--- config.mk ---
export PLATFORM = sky130hd
export DESIGN_NAME = lsm_uop_seq
export DESIGN_NICKNAME = d
export VERILOG_FILES = /design/src/rtl/lsm_pkg.sv /design/src/rtl/lsm_mode_dec.sv /design/src/rtl/lsm_low_pick.sv /design/src/rtl/lsm_uop_seq.sv
export SDC_FILE = /design/constraint.sdc
export NUM_CORES = 1
export LEC_CHECK = 0
export ABC_AREA = 0
export BUFFER_PORTS_ARGS = -buffer_cell sky130_fd_sc_hd__buf_4
export CAP_MARGIN = 20
export CORE_ASPECT_RATIO = 0.9
export CORE_MARGIN = 2
export CORE_UTILIZATION = 40
export CTS_CLUSTER_SIZE = 14
export DETAILED_ROUTE_END_ITERATION = 10
export PLACE_DENSITY = 0.65
export SLEW_MARGIN = 10
export SYNTH_ARGS = -nofsm -noshare
export SYNTH_HDL_FRONTEND = slang
export SYNTH_SLANG_ARGS = --single-unit
--- constraint.sdc ---
create_clock -name clk -period 2.44 [get_ports clk]
set_input_delay 0.244 -clock clk [delete_from_list [all_inputs] [get_ports clk]]
set_output_delay 0.244 -clock clk [all_outputs]
set_load 0.005 [all_outputs]
--- src/rtl/lsm_pkg.sv ---
package lsm_pkg;
  typedef enum logic [2:0] {
    UK_COPY  = 3'd0,
    UK_LOAD  = 3'd1,
    UK_STORE = 3'd2,
    UK_ADD   = 3'd3,
    UK_SUB   = 3'd4
  } uop_kind_e;

  typedef enum logic [1:0] {
    SQ_IDLE = 2'd0,
    SQ_COPY = 2'd1,
    SQ_XFER = 2'd2,
    SQ_WB   = 2'd3
  } seq_state_e;

  localparam logic [31:0] WB_OPCODE = 32'h0240_0000;
endpackage

--- src/rtl/lsm_mode_dec.sv ---
module lsm_mode_dec #(
  parameter int REGS = 16,
  parameter int CNTW = $clog2(REGS + 1),
  parameter int OFFW = $clog2(4 * REGS + 5)
) (
  input  logic [4:0]      mode,
  input  logic [REGS-1:0] list,
  output logic            supported,
  output logic [CNTW-1:0] count,
  output logic [OFFW-1:0] start_off,
  output logic [OFFW-1:0] end_off,
  output logic [OFFW-1:0] span
);
  always_comb begin
    count = '0;
    for (int i = 0; i < REGS; i++) count = count + CNTW'(list[i]);
  end

  assign span = OFFW'({count, 2'b00});

  always_comb begin
    supported = 1'b1;
    start_off = '0;
    end_off   = '0;
    case (mode)
      5'h01, 5'h03: begin start_off = span - OFFW'(4); end_off = '0; end
      5'h08, 5'h09, 5'h0B: begin start_off = '0; end_off = span - OFFW'(4); end
      5'h11, 5'h12: begin start_off = span; end_off = OFFW'(4); end
      5'h18, 5'h19: begin start_off = OFFW'(4); end_off = span; end
      default: supported = 1'b0;
    endcase
  end
endmodule

--- src/rtl/lsm_low_pick.sv ---
module lsm_low_pick #(
  parameter int REGS = 16,
  parameter int IDXW = $clog2(REGS)
) (
  input  logic [REGS-1:0] mask,
  output logic [IDXW-1:0] idx,
  output logic            any,
  output logic            single
);
  always_comb begin
    idx = '0;
    for (int i = REGS - 1; i >= 0; i--) if (mask[i]) idx = IDXW'(i);
  end
  assign any    = |mask;
  assign single = any && ((mask & (mask - REGS'(1))) == '0);
endmodule

--- src/rtl/lsm_uop_seq.sv ---
module lsm_uop_seq
  import lsm_pkg::*;
#(
  parameter int REGS = 16,
  parameter int IDXW = $clog2(REGS),
  parameter int CNTW = $clog2(REGS + 1),
  parameter int OFFW = $clog2(4 * REGS + 5)
) (
  input  logic            clk,
  input  logic            rst_n,
  input  logic            in_valid,
  output logic            in_ready,
  input  logic [31:0]     in_instr,
  output logic            uop_valid,
  input  logic            uop_ready,
  output logic [2:0]      uop_kind,
  output logic [31:0]     uop_word,
  output logic [IDXW-1:0] uop_reg,
  output logic [OFFW-1:0] uop_offset,
  output logic            uop_last,
  output logic            mode_err
);
  seq_state_e      st_q, st_d;
  logic [31:0]     instr_q, instr_d;
  logic [REGS-1:0] mask_q, mask_d;
  logic [OFFW-1:0] off_q, off_d, end_q, end_d, span_q, span_d;
  logic            err_q, err_d;

  logic            dec_sup;
  logic [CNTW-1:0] dec_cnt;
  logic [OFFW-1:0] dec_start, dec_end, dec_span;
  logic [IDXW-1:0] pick_idx;
  logic            pick_any, pick_single;

  lsm_mode_dec #(.REGS(REGS), .CNTW(CNTW), .OFFW(OFFW)) i_dec (
    .mode(in_instr[24:20]), .list(in_instr[REGS-1:0]), .supported(dec_sup),
    .count(dec_cnt), .start_off(dec_start), .end_off(dec_end), .span(dec_span)
  );

  lsm_low_pick #(.REGS(REGS), .IDXW(IDXW)) i_pick (
    .mask(mask_q), .idx(pick_idx), .any(pick_any), .single(pick_single)
  );

  logic accept, fire, up_q, wb_q, load_q;
  assign in_ready = (st_q == SQ_IDLE);
  assign accept   = in_valid && in_ready;
  assign fire     = uop_valid && uop_ready;
  assign up_q     = instr_q[23];
  assign wb_q     = instr_q[21];
  assign load_q   = instr_q[20];

  // next-state
  always_comb begin
    st_d    = st_q;
    instr_d = instr_q;
    mask_d  = mask_q;
    off_d   = off_q;
    end_d   = end_q;
    span_d  = span_q;
    err_d   = accept && !dec_sup;
    case (st_q)
      SQ_IDLE: if (accept && dec_sup) begin
        st_d    = SQ_COPY;
        instr_d = in_instr;
        mask_d  = in_instr[REGS-1:0];
        off_d   = dec_start;
        end_d   = dec_end;
        span_d  = dec_span;
      end
      SQ_COPY: if (fire) st_d = pick_any ? SQ_XFER : (wb_q ? SQ_WB : SQ_IDLE);
      SQ_XFER: if (fire) begin
        mask_d = mask_q & (mask_q - REGS'(1));
        off_d  = up_q ? off_q + OFFW'(4) : off_q - OFFW'(4);
        if (pick_single) st_d = wb_q ? SQ_WB : SQ_IDLE;
      end
      SQ_WB: if (fire) st_d = SQ_IDLE;
      default: st_d = SQ_IDLE;
    endcase
  end

  // registers
  always_ff @(posedge clk or negedge rst_n) begin
    if (!rst_n) begin
      st_q    <= SQ_IDLE;
      instr_q <= '0;
      mask_q  <= '0;
      off_q   <= '0;
      end_q   <= '0;
      span_q  <= '0;
      err_q   <= 1'b0;
    end else begin
      st_q  <= st_d;
      err_q <= err_d;
      if (accept || fire) begin
        instr_q <= instr_d;
        mask_q  <= mask_d;
        off_q   <= off_d;
        end_q   <= end_d;
        span_q  <= span_d;
      end
    end
  end

  // outputs
  uop_kind_e kind;
  always_comb begin
    uop_valid  = 1'b0;
    kind       = UK_COPY;
    uop_word   = '0;
    uop_reg    = instr_q[19:16];
    uop_offset = '0;
    uop_last   = 1'b0;
    case (st_q)
      SQ_COPY: begin
        uop_valid = 1'b1;
        uop_word  = {instr_q[31:16], 16'h0000};
        uop_last  = !pick_any && !wb_q;
      end
      SQ_XFER: begin
        uop_valid  = 1'b1;
        kind       = load_q ? UK_LOAD : UK_STORE;
        uop_word   = instr_q;
        uop_reg    = pick_idx;
        uop_offset = off_q;
        uop_last   = pick_single && !wb_q;
      end
      SQ_WB: begin
        uop_valid  = 1'b1;
        kind       = up_q ? UK_ADD : UK_SUB;
        uop_word   = {instr_q[31:28], 28'h0} | WB_OPCODE
                   | {12'h0, instr_q[19:16], instr_q[19:16], 12'h0}
                   | 32'(span_q);
        uop_offset = span_q;
        uop_last   = 1'b1;
      end
      default: ;
    endcase
  end
  assign uop_kind = kind;
  assign mode_err = err_q;


  hold_stall_chk: assert property (@(posedge clk) disable iff (!rst_n)
    uop_valid && !uop_ready |=> uop_valid && $stable(uop_kind) && $stable(uop_word)
                                && $stable(uop_reg) && $stable(uop_offset) && $stable(uop_last));

  ready_idle_chk: assert property (@(posedge clk) disable iff (!rst_n)
    in_ready |-> !uop_valid);

  err_quiet_chk: assert property (@(posedge clk) disable iff (!rst_n)
    mode_err |-> !uop_valid && in_ready);

  last_done_chk: assert property (@(posedge clk) disable iff (!rst_n)
    uop_valid && uop_ready && uop_last |=> in_ready);

  copy_first_chk: assert property (@(posedge clk) disable iff (!rst_n)
    accept && dec_sup |=> uop_valid && uop_kind == 3'd0);

  step_dir_chk: assert property (@(posedge clk) disable iff (!rst_n)
    (st_q == SQ_XFER) && $past(fire && st_q == SQ_XFER)
    |-> uop_offset == (up_q ? $past(uop_offset) + OFFW'(4) : $past(uop_offset) - OFFW'(4)));

  end_match_chk: assert property (@(posedge clk) disable iff (!rst_n)
    (st_q == SQ_XFER) && pick_single |-> off_q == end_q);
endmodule

# == Yosys cells after proc, flatten, opt, wreduce, memory -nomap -nowiden ==
# Index checks and enable logic that the tools add are counted.
# totals
register_bits,63
in_bits,36
out_inout_bits,50
word_cells,109
# classes
add_sub_neg,19
eq_ne,17
mux,41
n_bitwise,3
n_reduce_logical,23
# op_table
op,count
32-bit case mux with 3 select lines,1
5-bit by 1-bit adder with 5-bit output,14
4-bit two-way mux,17
16-bit two-way mux,2
32-bit by 20-bit OR with 32-bit output,1
32-bit by 7-bit OR with 32-bit output,1
16-bit case mux with 2 select lines,1
7-bit case mux with 2 select lines,2
7-bit two-way mux,3
7-bit case mux with 3 select lines,1
5-bit == test (second input constant),4
16-bit bitwise AND,1
16-bit zero test,1
2-bit two-way mux,8
16-bit OR reduction,1
16-bit by 1-bit subtractor with 16-bit output (second input constant),1
5-bit by 4-bit == test with 1-bit output (second input constant),3
7-bit by 3-bit subtractor with 7-bit output (second input constant),2
9-bit OR reduction,1
2-bit inequality test (second input constant),4
2-bit case mux with 4 select lines,1
7-bit by 3-bit adder with 7-bit output (second input constant),1
1-bit logical AND,7
3-bit case mux with 2 select lines,1
18 further kinds,24

# == Depth between registers and ports, before layout ==
# depth
word_depth,19
ltp_mapped,17
mapped_depth_nobuf,17

# == By module ==
# A second synthesis with hierarchy kept.
# unflattened
cells_unflattened,542
hier_area_um2,4498.1
# modules_own_cells
mod,instances,cells_per_inst,area_per_inst_um2,seq_area_each_um2
lsm_uop_seq,1,384,3364.5,1626.6
lsm_mode_dec,1,107,805.8,0.0
lsm_low_pick,1,51,327.8,0.0

# == Worst setup path after synthesis ==
# OpenSTA, ideal clock, no wires.
# synth_timing
path_kind,input port to flip-flop
start,input in_instr[0]
end,register off_q[6]
setup_time_ns,0.065
t_arrival_ns,4.432
required_time_ns,2.375
slack_ns,-2.057
path_stages,16
n_path_buf,0
cell_sequence,ha_1 > inv_1 > fa_1 > inv_1 > fa_1 > fa_1 > inv_1 > fa_1 > fa_1 > fa_1 > ha_1 > and2_1 > a2111oi_0 > a31oi_1 > o211ai_1 > o211a_1
# synth_between
elab_chain_len,19
# synth_rtl
element,line_no,rtl
"start, declared",lsm_uop_seq.sv:13,"input logic [31:0] in_instr,"
1-bit by 1-bit adder with 2-bit output (*),lsm_mode_dec.sv:16,for (int i = 0; i < REGS; i++) count = count + CNTW'(list[i]);
5-bit by 1-bit adder with 5-bit output (*) (14 in a row),lsm_mode_dec.sv:16,
7-bit by 3-bit subtractor with 7-bit output,lsm_mode_dec.sv:26,"5'h01, 5'h03: begin start_off = span - OFFW'(4); end_off = '0; end"
7-bit case mux with 3 select lines (*),lsm_mode_dec.sv:25,case (mode)
7-bit two-way mux (*),lsm_uop_seq.sv:62,SQ_IDLE: if (accept && dec_sup) begin
7-bit case mux with 2 select lines (*),lsm_uop_seq.sv:61,case (st_q)
"end signal, assigned",lsm_uop_seq.sv:87,off_q <= '0;
"end signal, assigned",lsm_uop_seq.sv:97,off_q <= off_d;
"end, declared",lsm_uop_seq.sv:26,"logic [OFFW-1:0] off_q, off_d, end_q, end_d, span_q, span_d;"
# Every way passes the cells marked *; elsewhere a longest branch is shown, timed or not. The select of a mux whose other input is x is not followed.
# A chain may end at the register's enable or synchronous reset.

# == Worst setup path after layout ==
# layout_timing
start,input in_instr[1]
end,register off_q[6]
# The elaborated chain is that of the path after synthesis.

==> metrics <==
maximum VDD drop about 0.00065 V; area of the multi-input gates ~2400 um2; largest area contributor in the netlist dfrtp_1; most frequent cells in the layout 131 x buf_4, 120 x nand2_1, 61 x dfrtp_1; worst reg2reg startpoint mask_q[0]$_DFFE_PN0P_; PD cells 1420 nW/um2; worst slew pin tran 0.806 ns; Critical Path Start in_instr[1]; fmax 243 MHz; drt first pass iters 5; sequential area share after synthesis a little under two fifths; Crit. End Element flop; DRT iter0 DRCs ~250; DP Area between 5000 and 6000 um2; ant diodes 0; largest net degree at the start of global routing between 60 and 70; clock slew at reported path FFs 0.07 ns; first-pass GRT wire length 19700 um; DR vias 4026; Syn-to-layout area delta 37.4%; Final GP Congestion ~0.87; setup violators final 15; CTS Hold Bufs 0; top-area cell type share of the netlist area roughly two fifths; Cell Chain, Critical Path buf_8 -> ha_4 -> inv_2 -> fa_1 -> inv_2 -> fa_2 -> fa_1 -> inv_1 -> fa_1 -> fa_2 -> fa_2 -> ha_4 -> and2_4 -> a2111oi_4 -> a31oi_1 -> o211ai_1 -> o211a_1; violated checks negative hold slack, negative setup slack; CP arrival ~4.4 ns; grt total ovfl 0; worst setup path endpoint off_q[6]$_DFFE_PN0P_; crit share post-route 168%; Die Y-Extent 99.0 um; crit path kind in -> reg; Die ar. 10800 um2; clock root buffer clkbuf_8; top sig layer met4; Clock Tree Buf Depth 2; largest cells by area after synthesis dfrtp_1 38%, nand2_1 11%, fa_1 5.5%; WHS -0.0241 ns; Remaining DRCs 0; leakage power figure approximately 2.7 nW; Hold Violations, Final 23; row cnt 34; ys flop type dfrtp_1; vias in the first global route just under 4000; most common cell after layout, fill and taps aside buf_4; CTS tree done; Syn. warnings 0; Finished Cell Area 5510 um2; critical path required time 2.73 ns; final worst-path setup slack -1.67 ns; layout cells sized above 1 30.9%; R2R depth 9; Met3 Wirelength 797 um; max cap viols 0; post-synth cell types 55; HPWL Detailed 8920 um; mean cell area of the mapped netlist 8.17 um2; metal1 wirelength 5340 um; largest fanout on the critical path 3; min-delay worst type in -> async; GRT Total Usage 23.5%; post-synthesis cell count 491; cell area after synthesis 4010 um2; cts bufs inserted 9; Final min period 4.11 ns; initial antenna violation count 0; Skew-Pair Late Insertion Delay 0.35 ns; H-tree levels 3; IO Port Bufs 83; R2R Setup Slk -0.20 ns; TNS Setup -14.29 ns; met2 wire length 5790 um; core area 9700 um2; worst reg2reg endpoint st_q[1]$_DFFE_PN0P_; I/O pin cnt 86; Synth Register Bits 61; Synth async-reset ratio 100%; CP bufs+invs 4; CP Depth 17; Fillers 899; relative slew slack between 40 and 50%; register area between 1500 and 2000 um2; Sinks on Clock Net 61; initial cell density of the core 41.3%; EDFF count, synth 0; slowest cell on the critical path fa_2; Pins Over Slew Limit 0; Nets 680; CP top delay family adder cells; outcome finished, violations left; Post-Route WL 12200 um; Die X approximately 110 um; Routed wire per std cell about 16 um; max incr delay on CP approximately 0.54 ns; vias per inst around 5.4; Antenna Violating Nets Remaining 0; clock skew 0.00871 ns; RSZ-0062 raised after global routing yes; critical path launch point type input port
## state kept, by name (all words and copies together), names as in the netlist
register and flops:
instr_q 32, mask_q 16, off_q 5, span_q 5, st_q 2, mode_err 1
## per-stage QoR
stage	hold slack (ns)	utilization (%)	worst slack (ns)	power [mW]	cells
global route	0.0546	56.8	-1.81	8.46	750
finish	-0.0241	56.8	-1.67	7.82	750
detailed placement	0.388	53.0	-2.26	6.36	727
CTS	0.0189	56.4	-1.67	7.68	750
global placement	0.392	53.0	-2.18	6.26	727
floorplan	-0.0516	-	-1.95	4.44	492
## cell usage after synthesis, types with 2 or more instances
cell type and count:
a31oi_1 2, o221ai_1 2, xor2_1 3, o311ai_0 2, nand2_1 120, nor4_1 2
clkbuf_1 16, a21o_1 4, nor3b_1 3, fa_1 11, maj3_1 2, a22o_1 10
or3_1 5, xnor2_1 3, dfrtp_1 61, a21oi_2 2, nand3_1 4, o21bai_1 2
o21ai_0 39, buf_4 2, o2bb2ai_1 3, o211ai_1 3, a22oi_1 8, nor2_1 29
nor3_1 9, o22ai_1 4, inv_1 35, nand2b_1 3, nor2b_1 6, buf_2 5
o21a_1 4, a211oi_1 4, buf_1 2, and2_1 26, ha_1 13, a21oi_1 23
## area by class of cell
| type | instances | area share, % |
|---|---|---|
| Inverter | 35 | 2.38 |
| Multi-Input combinational cell | 371 | 43.9 |
| Tap cell | 126 | 2.86 |
| Clock buffer | 13 | 2.70 |
| Sequential cell | 61 | 27.7 |
| Clock inverter | 2 | 0.182 |
| Timing Repair Buffer | 142 | 20.2 |
## power by group
part           internal [mW]  switching [mW]
clock network          0.389           0.400
registers               1.46           0.368
logic                   2.57            2.63
## layer usage
layer	GRT usage (%)	vias up
met5	0	-
met4	6.52	0
met3	6.15	20
met2	37.0	147
met1	31.9	1946
li1	-	1913
## how the worst min path moves through the flow
stage | from | end | cells after the start
2_1_floorplan | rst_n | instr_q[0]$_DFFE_PN0P_ | 0
3_3_place_gp | rst_n | instr_q[7]$_DFFE_PN0P_ | 1
3_5_place_dp | rst_n | mask_q[4]$_DFFE_PN0P_ | 1
4_1_cts | rst_n | mask_q[7]$_DFFE_PN0P_ | 1
5_1_grt | rst_n | mask_q[5]$_DFFE_PN0P_ | 1
6_report | rst_n | mask_q[4]$_DFFE_PN0P_ | 1
## kinds of logic after synthesis
| kind of cell | count (synthesis) | synth area share [%] |
|---|---|---|
| other | 1 | 0.0935 |
| buffers and inverters | 60 | 5.96 |
| XOR/XNOR | 6 | 1.31 |
| AND/OR/NAND/NOR | 214 | 24.2 |
| multiplexers | 1 | 0.250 |
| flip-flops | 61 | 38.1 |
| adder cells (fa/ha/maj) | 26 | 10.0 |
| AO/OA/AOI/OAI | 122 | 20.1 |
## repair_timing
item,in CTS,in global routing
buffers inserted,10,3
endpoints found under the setup margin,15,30
pin swaps,33,12
gates resized for setup,32,11
Power figures use the tool's default switching activity.
